`config.mk`:
```
export PLATFORM = sky130hd
export DESIGN_NAME = twi_flag_unit
export DESIGN_NICKNAME = d
export VERILOG_FILES = /design/src/rtl/twi_flag_pkg.sv /design/src/rtl/twi_flag_cell.sv /design/src/rtl/twi_byte_regs.sv /design/src/rtl/twi_irq_gen.sv /design/src/rtl/twi_flag_unit.sv
export SDC_FILE = /design/constraint.sdc
export NUM_CORES = 1
export LEC_CHECK = 0
export BUFFER_PORTS_ARGS = -buffer_cell sky130_fd_sc_hd__clkbuf_2
export CAP_MARGIN = 0
export CORE_UTILIZATION = 43
export CTS_CLUSTER_DIAMETER = 200
export DETAILED_ROUTE_END_ITERATION = 10
export MAX_ROUTING_LAYER = met4
export PLACE_DENSITY = 0.81
export SLEW_MARGIN = 20
export SYNTH_ARGS = -nofsm -noshare
export SYNTH_HDL_FRONTEND = slang
export SYNTH_SLANG_ARGS = --single-unit
```
`constraint.sdc`:
```
create_clock -name clk -period 0.9 [get_ports clk]
set_input_delay 0.135 -clock clk [delete_from_list [all_inputs] [get_ports clk]]
set_output_delay 0.135 -clock clk [all_outputs]
set_load 0.02 [all_outputs]
```
`src/rtl/twi_flag_pkg.sv`:
```
package twi_flag_pkg;
  localparam int STAT_W = 8;
  localparam int FLAG_N = 3;   // flags with set/clear events
  localparam int MIRR_N = 5;   // status bits copied from engine levels

  // flag cell indices
  localparam int F_TXE = 0;
  localparam int F_RXF = 1;
  localparam int F_ACK = 2;

  // bit order is read by software, so it is fixed
  typedef struct packed {
    logic txe;
    logic rxf;
    logic ack;
    logic ten;
    logic rdd;
    logic hit;
    logic dsel;
    logic nint;
  } stat_t;
endpackage

```
`src/rtl/twi_flag_cell.sv`:
```
module twi_flag_cell #(
  parameter logic RST_VAL = 1'b0
) (
  input  logic clk,
  input  logic rst_n,
  input  logic set_i,
  input  logic clr_i,
  output logic flag_o
);
  always_ff @(posedge clk or negedge rst_n) begin
    if (!rst_n)     flag_o <= RST_VAL;
    else if (set_i) flag_o <= 1'b1;   // set has priority
    else if (clr_i) flag_o <= 1'b0;
  end
endmodule

```
`src/rtl/twi_byte_regs.sv`:
```
module twi_byte_regs #(
  parameter int DATA_W = 8
) (
  input  logic              clk,
  input  logic              rst_n,
  input  logic              tx_load,
  input  logic [DATA_W-1:0] tx_in,
  input  logic              rx_load,
  input  logic [DATA_W-1:0] rx_in,
  output logic [DATA_W-1:0] tx_byte,
  output logic [DATA_W-1:0] rx_byte
);
  always_ff @(posedge clk or negedge rst_n) begin
    if (!rst_n) begin
      tx_byte <= '0;
      rx_byte <= '0;
    end else begin
      if (tx_load) tx_byte <= tx_in;
      if (rx_load) rx_byte <= rx_in;
    end
  end
endmodule

```
`src/rtl/twi_irq_gen.sv`:
```
module twi_irq_gen (
  input  logic clk,
  input  logic rst_n,
  input  logic en,
  input  logic txi_en,
  input  logic txe,
  input  logic rxf,
  input  logic rdd,
  input  logic rx_shift,
  input  logic addr_shift,
  output logic irq
);
  logic tx_mask;
  logic irq_d;

  always_comb begin
    tx_mask = rx_shift | (addr_shift & rdd);
    irq_d   = (txe & txi_en & en & ~tx_mask) | rxf;
  end

  always_ff @(posedge clk or negedge rst_n) begin
    if (!rst_n) irq <= 1'b0;
    else        irq <= irq_d;
  end
endmodule

```
`src/rtl/twi_flag_unit.sv`:
```
module twi_flag_unit
  import twi_flag_pkg::*;
#(
  parameter int DATA_W = 8
) (
  input  logic              clk,
  input  logic              rst_n,
  input  logic              ctl_en,
  input  logic              ctl_txi_en,
  input  logic              bus_data_wr,
  input  logic [DATA_W-1:0] bus_wdata,
  input  logic              bus_data_rd,
  input  logic              bus_dbg_rd,
  input  logic              bus_stat_rd,
  output logic [DATA_W-1:0] bus_rdata,
  output logic              tx_valid,
  input  logic              tx_ready,
  output logic [DATA_W-1:0] tx_data,
  input  logic              rx_valid,
  input  logic [DATA_W-1:0] rx_data,
  input  logic              eng_ack,
  input  logic              eng_nack,
  input  logic              eng_rx_shift,
  input  logic              eng_addr_shift,
  input  logic              eng_ten_bit,
  input  logic              eng_rd_dir,
  input  logic              eng_addr_hit,
  input  logic              eng_data_sel,
  input  logic              eng_nack_intr,
  output logic              irq
);
  localparam logic [FLAG_N-1:0] FLAG_RST = 3'b001; // only transmit-empty set

  logic [FLAG_N-1:0] f_set, f_clr, f_q;
  logic [MIRR_N-1:0] mirr_d, mirr_q;
  logic              rx_take;
  stat_t             stat_q;

  assign rx_take = ctl_en & rx_valid;
  assign tx_valid = ctl_en & ~f_q[F_TXE];

  always_comb begin
    f_set        = '0;
    f_clr        = '0;
    f_set[F_TXE] = tx_valid & tx_ready;
    f_clr[F_TXE] = bus_data_wr;
    f_set[F_RXF] = rx_take;
    f_clr[F_RXF] = bus_data_rd & ~bus_dbg_rd;
    f_set[F_ACK] = ctl_en & eng_ack;
    f_clr[F_ACK] = eng_nack | ~ctl_en;
  end

  for (genvar g = 0; g < FLAG_N; g++) begin : g_flag
    twi_flag_cell #(.RST_VAL(FLAG_RST[g])) i_cell (
      .clk    (clk),
      .rst_n  (rst_n),
      .set_i  (f_set[g]),
      .clr_i  (f_clr[g]),
      .flag_o (f_q[g])
    );
  end

  assign mirr_d = {eng_ten_bit, eng_rd_dir, eng_addr_hit, eng_data_sel, eng_nack_intr};

  always_ff @(posedge clk or negedge rst_n) begin
    if (!rst_n) mirr_q <= '0;
    else        mirr_q <= mirr_d;
  end

  assign stat_q = {f_q[F_TXE], f_q[F_RXF], f_q[F_ACK], mirr_q};

  logic [DATA_W-1:0] rx_byte;

  twi_byte_regs #(.DATA_W(DATA_W)) i_bytes (
    .clk     (clk),
    .rst_n   (rst_n),
    .tx_load (bus_data_wr),
    .tx_in   (bus_wdata),
    .rx_load (rx_take),
    .rx_in   (rx_data),
    .tx_byte (tx_data),
    .rx_byte (rx_byte)
  );

  assign bus_rdata = bus_stat_rd ? DATA_W'(stat_q) : rx_byte;

  twi_irq_gen i_irq (
    .clk        (clk),
    .rst_n      (rst_n),
    .en         (ctl_en),
    .txi_en     (ctl_txi_en),
    .txe        (stat_q.txe),
    .rxf        (stat_q.rxf),
    .rdd        (stat_q.rdd),
    .rx_shift   (eng_rx_shift),
    .addr_shift (eng_addr_shift),
    .irq        (irq)
  );
endmodule

```
# Word-level counts from Yosys, hierarchy flattened
# Index checks and enable logic that the tools add are counted.
# word_totals
reg_bits	25
inputBits	35
output_inout_bits	18
wordCells	33
# classes
n_mux	7
n_bitwise	16
n_reduce_logical	3
# ops
op	count
AND 1 bit	9
two-way mux 8 bit	1
two-way mux 1 bit	6
nonzero test 2 bit	3
NOT 1 bit	4
OR 1 bit	3

# Logic depth before layout (Yosys ltp)
# depth
depth_word	5
mapped_depth	3

# Modules after synthesis
# A second synthesis with hierarchy kept.
# unflattened
hier_cells	67
hier_area_um2	1114.8
# modules_own_cells
module	n_inst	cells_each	area_per_inst_um2	seq_area_each_um2
twi_byte_regs	1	34	663.1	400.4
twi_flag_unit	1	20	296.5	125.1
twi_flag_cell at g_flag[1].i_cell ...	2	3	36.3	25.0
twi_irq_gen	1	4	45.0	25.0
twi_flag_cell at g_flag[0].i_cell	1	3	37.5	26.3

# Worst setup path after synthesis
# No wires, ideal clock.
# synth_path
kind	register to register
startpoint	register g_flag[0].i_cell.flag_o
endpoint	register g_flag[0].i_cell.flag_o
setup_time_ps	62
arrival_ps	891
required_ps	838
path_slack_ps	-54
path_stages_with_launch	3
synth_period_minus_slack_ps	954
cell_sequence	dfstp_2 -> nor2b_1 -> a22o_1
# synth_via
elab_chain_cells	4
elab_cells_between_ends	5
# synth_lines
element	line	text
from (decl)	twi_flag_cell.sv:8	output logic flag_o
from (signal assigned)	twi_flag_cell.sv:11	if (!rst_n) flag_o <= RST_VAL;
from (signal assigned)	twi_flag_cell.sv:12	else if (set_i) flag_o <= 1'b1;
from (signal assigned)	twi_flag_cell.sv:13	else if (clr_i) flag_o <= 1'b0;
NOT 1 bit (*)	twi_flag_unit.sv:40	assign tx_valid = ctl_en & ~f_q[F_TXE];
AND 1 bit (*)	twi_flag_unit.sv:40	
via tx_valid	twi_flag_unit.sv:16	output logic tx_valid,
AND 1 bit (*)	twi_flag_unit.sv:45	f_set[F_TXE] = tx_valid & tx_ready;
two-way mux 1 bit or nonzero test 2 bit (tied branches)	n/a	
# The timed path passes the listed nets; every way through them passes the cells marked *.
# A chain may end at the register's enable or synchronous reset.

# Worst setup path after layout
# layout_path
startpoint	register g_flag[0].i_cell.flag_o
endpoint	output bus_rdata[7]
# layout_via
elab_chain_cells	1
# layout_lines
element	line	text
two-way mux 8 bit	twi_flag_unit.sv:85	assign bus_rdata = bus_stat_rd ? DATA_W'(stat_q) : rx_byte;
to (decl)	twi_flag_unit.sv:15	output logic [DATA_W-1:0] bus_rdata,
# Every way passes these cells.

==> results by group <==
STA
  • RSZ-0062 raised after global routing: yes
  • Minimum clock period: 1290 ps
  • Setup Skew: about 0.14 ps
  • F_max: 778 MHz
  • Final Hold Viols: 0
  • Max-slew headroom: 0.812
  • Final setup fails: 19
  • Worst-Margin Slew: 282 ps
  • Final period util: 1.43
  • Fin worst setup slack: -386 ps
  • Final Max Tran Viols: 0
  • Setup TNS: -4120 ps

Yosys
  • Main synth FF type: dfrtp_1
  • Area leader, netlist: dfrtp_1
  • Post-synth EDFFs: 0
  • Commonest cells in the netlist: 24 x dfrtp_1, 24 x mux2_2, 3 x nor2b_1
  • Async set-or-reset flop fraction in the synthesized netlist: 1.00
  • Synth area leaders: dfrtp_1 61%, mux2_2 27%, dfstp_2 2.7%
  • Post-Syn Area: approximately 990 um^2
  • Warnings, synthesis: 0
  • Syn_area_per_cell: 15.6 um^2
  • Synth top area share: 0.609
  • Yosys reg bits: 25
  • Synthesized Nets: a little under 100
  • Synth cell types: 12
  • Seq/Total Area, Yosys: 0.636
  • Mapped Cells: 63

Clock network
  • CTS clock-pin slew for the worst setup and hold paths: 120 ps
  • Clk_lat worst skew: 310 ps
  • Cts bufs inserted: 3
  • Clock Sinks: 25
  • CTS tree: built
  • Root buf cell: clkbuf_4
  • Clock buffer depth: 2
  • H-tree levels: 1

Routing
  • Post-Route WL: 2050 um
  • Drt wl/cell: 13.3 um
  • DR iter-0 viols: 3
  • Drt drc: 0
  • Drt pass-1 iters: 2
  • Via count: 740
  • DR vias/cell: approximately 4.8
  • Post-DRT Antenna Nets: 0

Critical path
  • WS Path Type: reg2out
  • Reg2reg path depth: 3
  • R2R Path Start: g_flag[0].i_cell.flag_o
  • CP max stage delay: ~580 ps
  • WP data arrival: 1150 ps
  • Critical path endpoint category: output port
  • Crit path launch: g_flag[0].i_cell.flag_o
  • Startpoint types: register
  • Critical path required time: 760 ps
  • Reg2Reg Capture Point: g_flag[0].i_cell.flag_o
  • Slowest CP cell: dfstp_2
  • Cell Chain, Critical Path: mux2_4 > buf_8
  • Worst-path maximum fanout: 4
  • Reg2Reg Setup Slack: -80 ps
  • Crit path to: bus_rdata[7]

Floorplan
  • Die area: 0.00249 mm^2
  • Num ports: 53
  • Core ar.: 0.00206 mm^2
  • Rows: 16
  • Die X: approximately 50 um
  • Initial Util: 0.478
  • Vert. Die Dim: 49.9 um

Global routing
  • Largest net degree at the start of global routing: 17
  • GR Overflow Total: 0
  • Vias in the first global route: 714
  • First-pass GRT wire length: 3120 um
  • Global Route Usage Sum: 0.176
  • Initial antenna violation count: 0

Placed design
  • Post-Place Cell Area: approximately 0.0013 mm^2
  • Gpl congestion: roughly 0.66
  • Number of port buffers: 52
  • Dpl hpwl: about 1400 um

Power and ir drop
  • Pwr dens: 1630 mW/mm^2
  • LEAKAGE: 0.756 nW
  • VDD IR-drop max: approximately 0.0015 V

Flow run
  • Max_cap viols: 0

Cells and area
  • Fin area: 0.00153 mm^2
  • Layout cells sized above 1: 0.677
  • Area Growth Syn to Fin: 55.3%
  • Nets: 163
  • Ant. Diodes: 0
  • Post-layout util: 0.743

Hold path
  • Worst hold path class: in2reg
  • Hold Crit Depth: 2

Run status
  • Status: complete, but fails checks
  • Failing checks: setup timing
worst max-delay path: cells and delay by family (launching register included):
kind	cells	cell delay, ps
mux	1	160
buf+inv	1	100
flops	1	580
cell usage in the layout, fill, tap and decap left out, types with 2 or more instances in the layout:
cell | synthesis | routed
dlygate4sd3_1 | 0 | 6
nor2b_1 | 3 | 2
clkbuf_2 | 0 | 34
mux2_2 | 24 | 21
inv_1 | 2 | 2
mux2_4 | 0 | 3
clkbuf_4 | 0 | 3
dfrtp_1 | 24 | 24
buf_4 | 0 | 3
buf_6 | 0 | 16
through the flow:
step	worst slack [ps]	total power (W)	hold WS, ps	std cells
after detailed placement	-130	0.00184	20.8	141
after global placement	-101	0.00183	20.3	141
after floorplan	26.4	0.00162	-161	63
after CTS	-420	0.00239	23.1	153
final	-386	0.00250	32.1	154
after global routing	-444	0.00263	13.0	154
cells by family after synthesis:
kind of cell,Yosys count,share of synthesized area
AOI/OAI and AO/OA,4,0.0267
and+or+nand+nor,6,0.0457
DFF,25,0.636
buffers and inverters,4,0.0178
muxes,24,0.274
what timing repair did:
item / in CTS / in global routing
pin swaps: 0 / 1
endpoints found under the hold margin: 30 / 0
setup buffers: 2 / 1
endpoints found under the setup margin: 19 / 20
hold buffers: 6 / 0
gates resized for setup: 6 / 51
per-layer routing:
metal	global-route usage	up-vias	share of wire
li1	-	347	-
met1	0.193	347	0.38
met2	0.300	42	0.53
met3	0.0586	4	0.083
met4	0.0571	0	0.0093
met5	-	-	0
report_power, final:
| part | switching (W) | total (W) | leakage (nW) | internal [W] |
|---|---|---|---|---|
| Sequential | 0.0000665 | 0.00131 | 0.291 | 0.00125 |
| Clock | 0.000310 | 0.000483 | 0.0150 | 0.000173 |
| Combinational | 0.000288 | 0.000705 | 0.449 | 0.000417 |
| Total | 0.000664 | 0.00250 | 0.756 | 0.00184 |
worst min path at each step:
| stage | from | endpoint |
|---|---|---|
| after CTS | eng_ack | g_flag[2].i_cell.flag_o |
| after global routing | tx_ready | g_flag[0].i_cell.flag_o |
| after detailed placement | rst_n | i_bytes.rx_byte[6] |
| after floorplan | rst_n | g_flag[1].i_cell.flag_o |
| final | eng_ack | g_flag[2].i_cell.flag_o |
| after global placement | rst_n | i_bytes.rx_byte[6] |
sequential cells by signal, indices dropped and copies added, names as in the netlist:
register              count
i_irq.irq                 1
mirr_q                    5
i_bytes.rx_byte           8
g_flag.i_cell.flag_o      3
i_bytes.tx_byte           8
layout make-up:
type	instances	area (um^2)
timing repair buffer	62	482
clock buffer	4	26.3
fill	139	531
multi-input combinational	34	355
inverter	2	7.51
tap	27	33.8
sequential	25	627
Power figures use the tool's default switching activity.
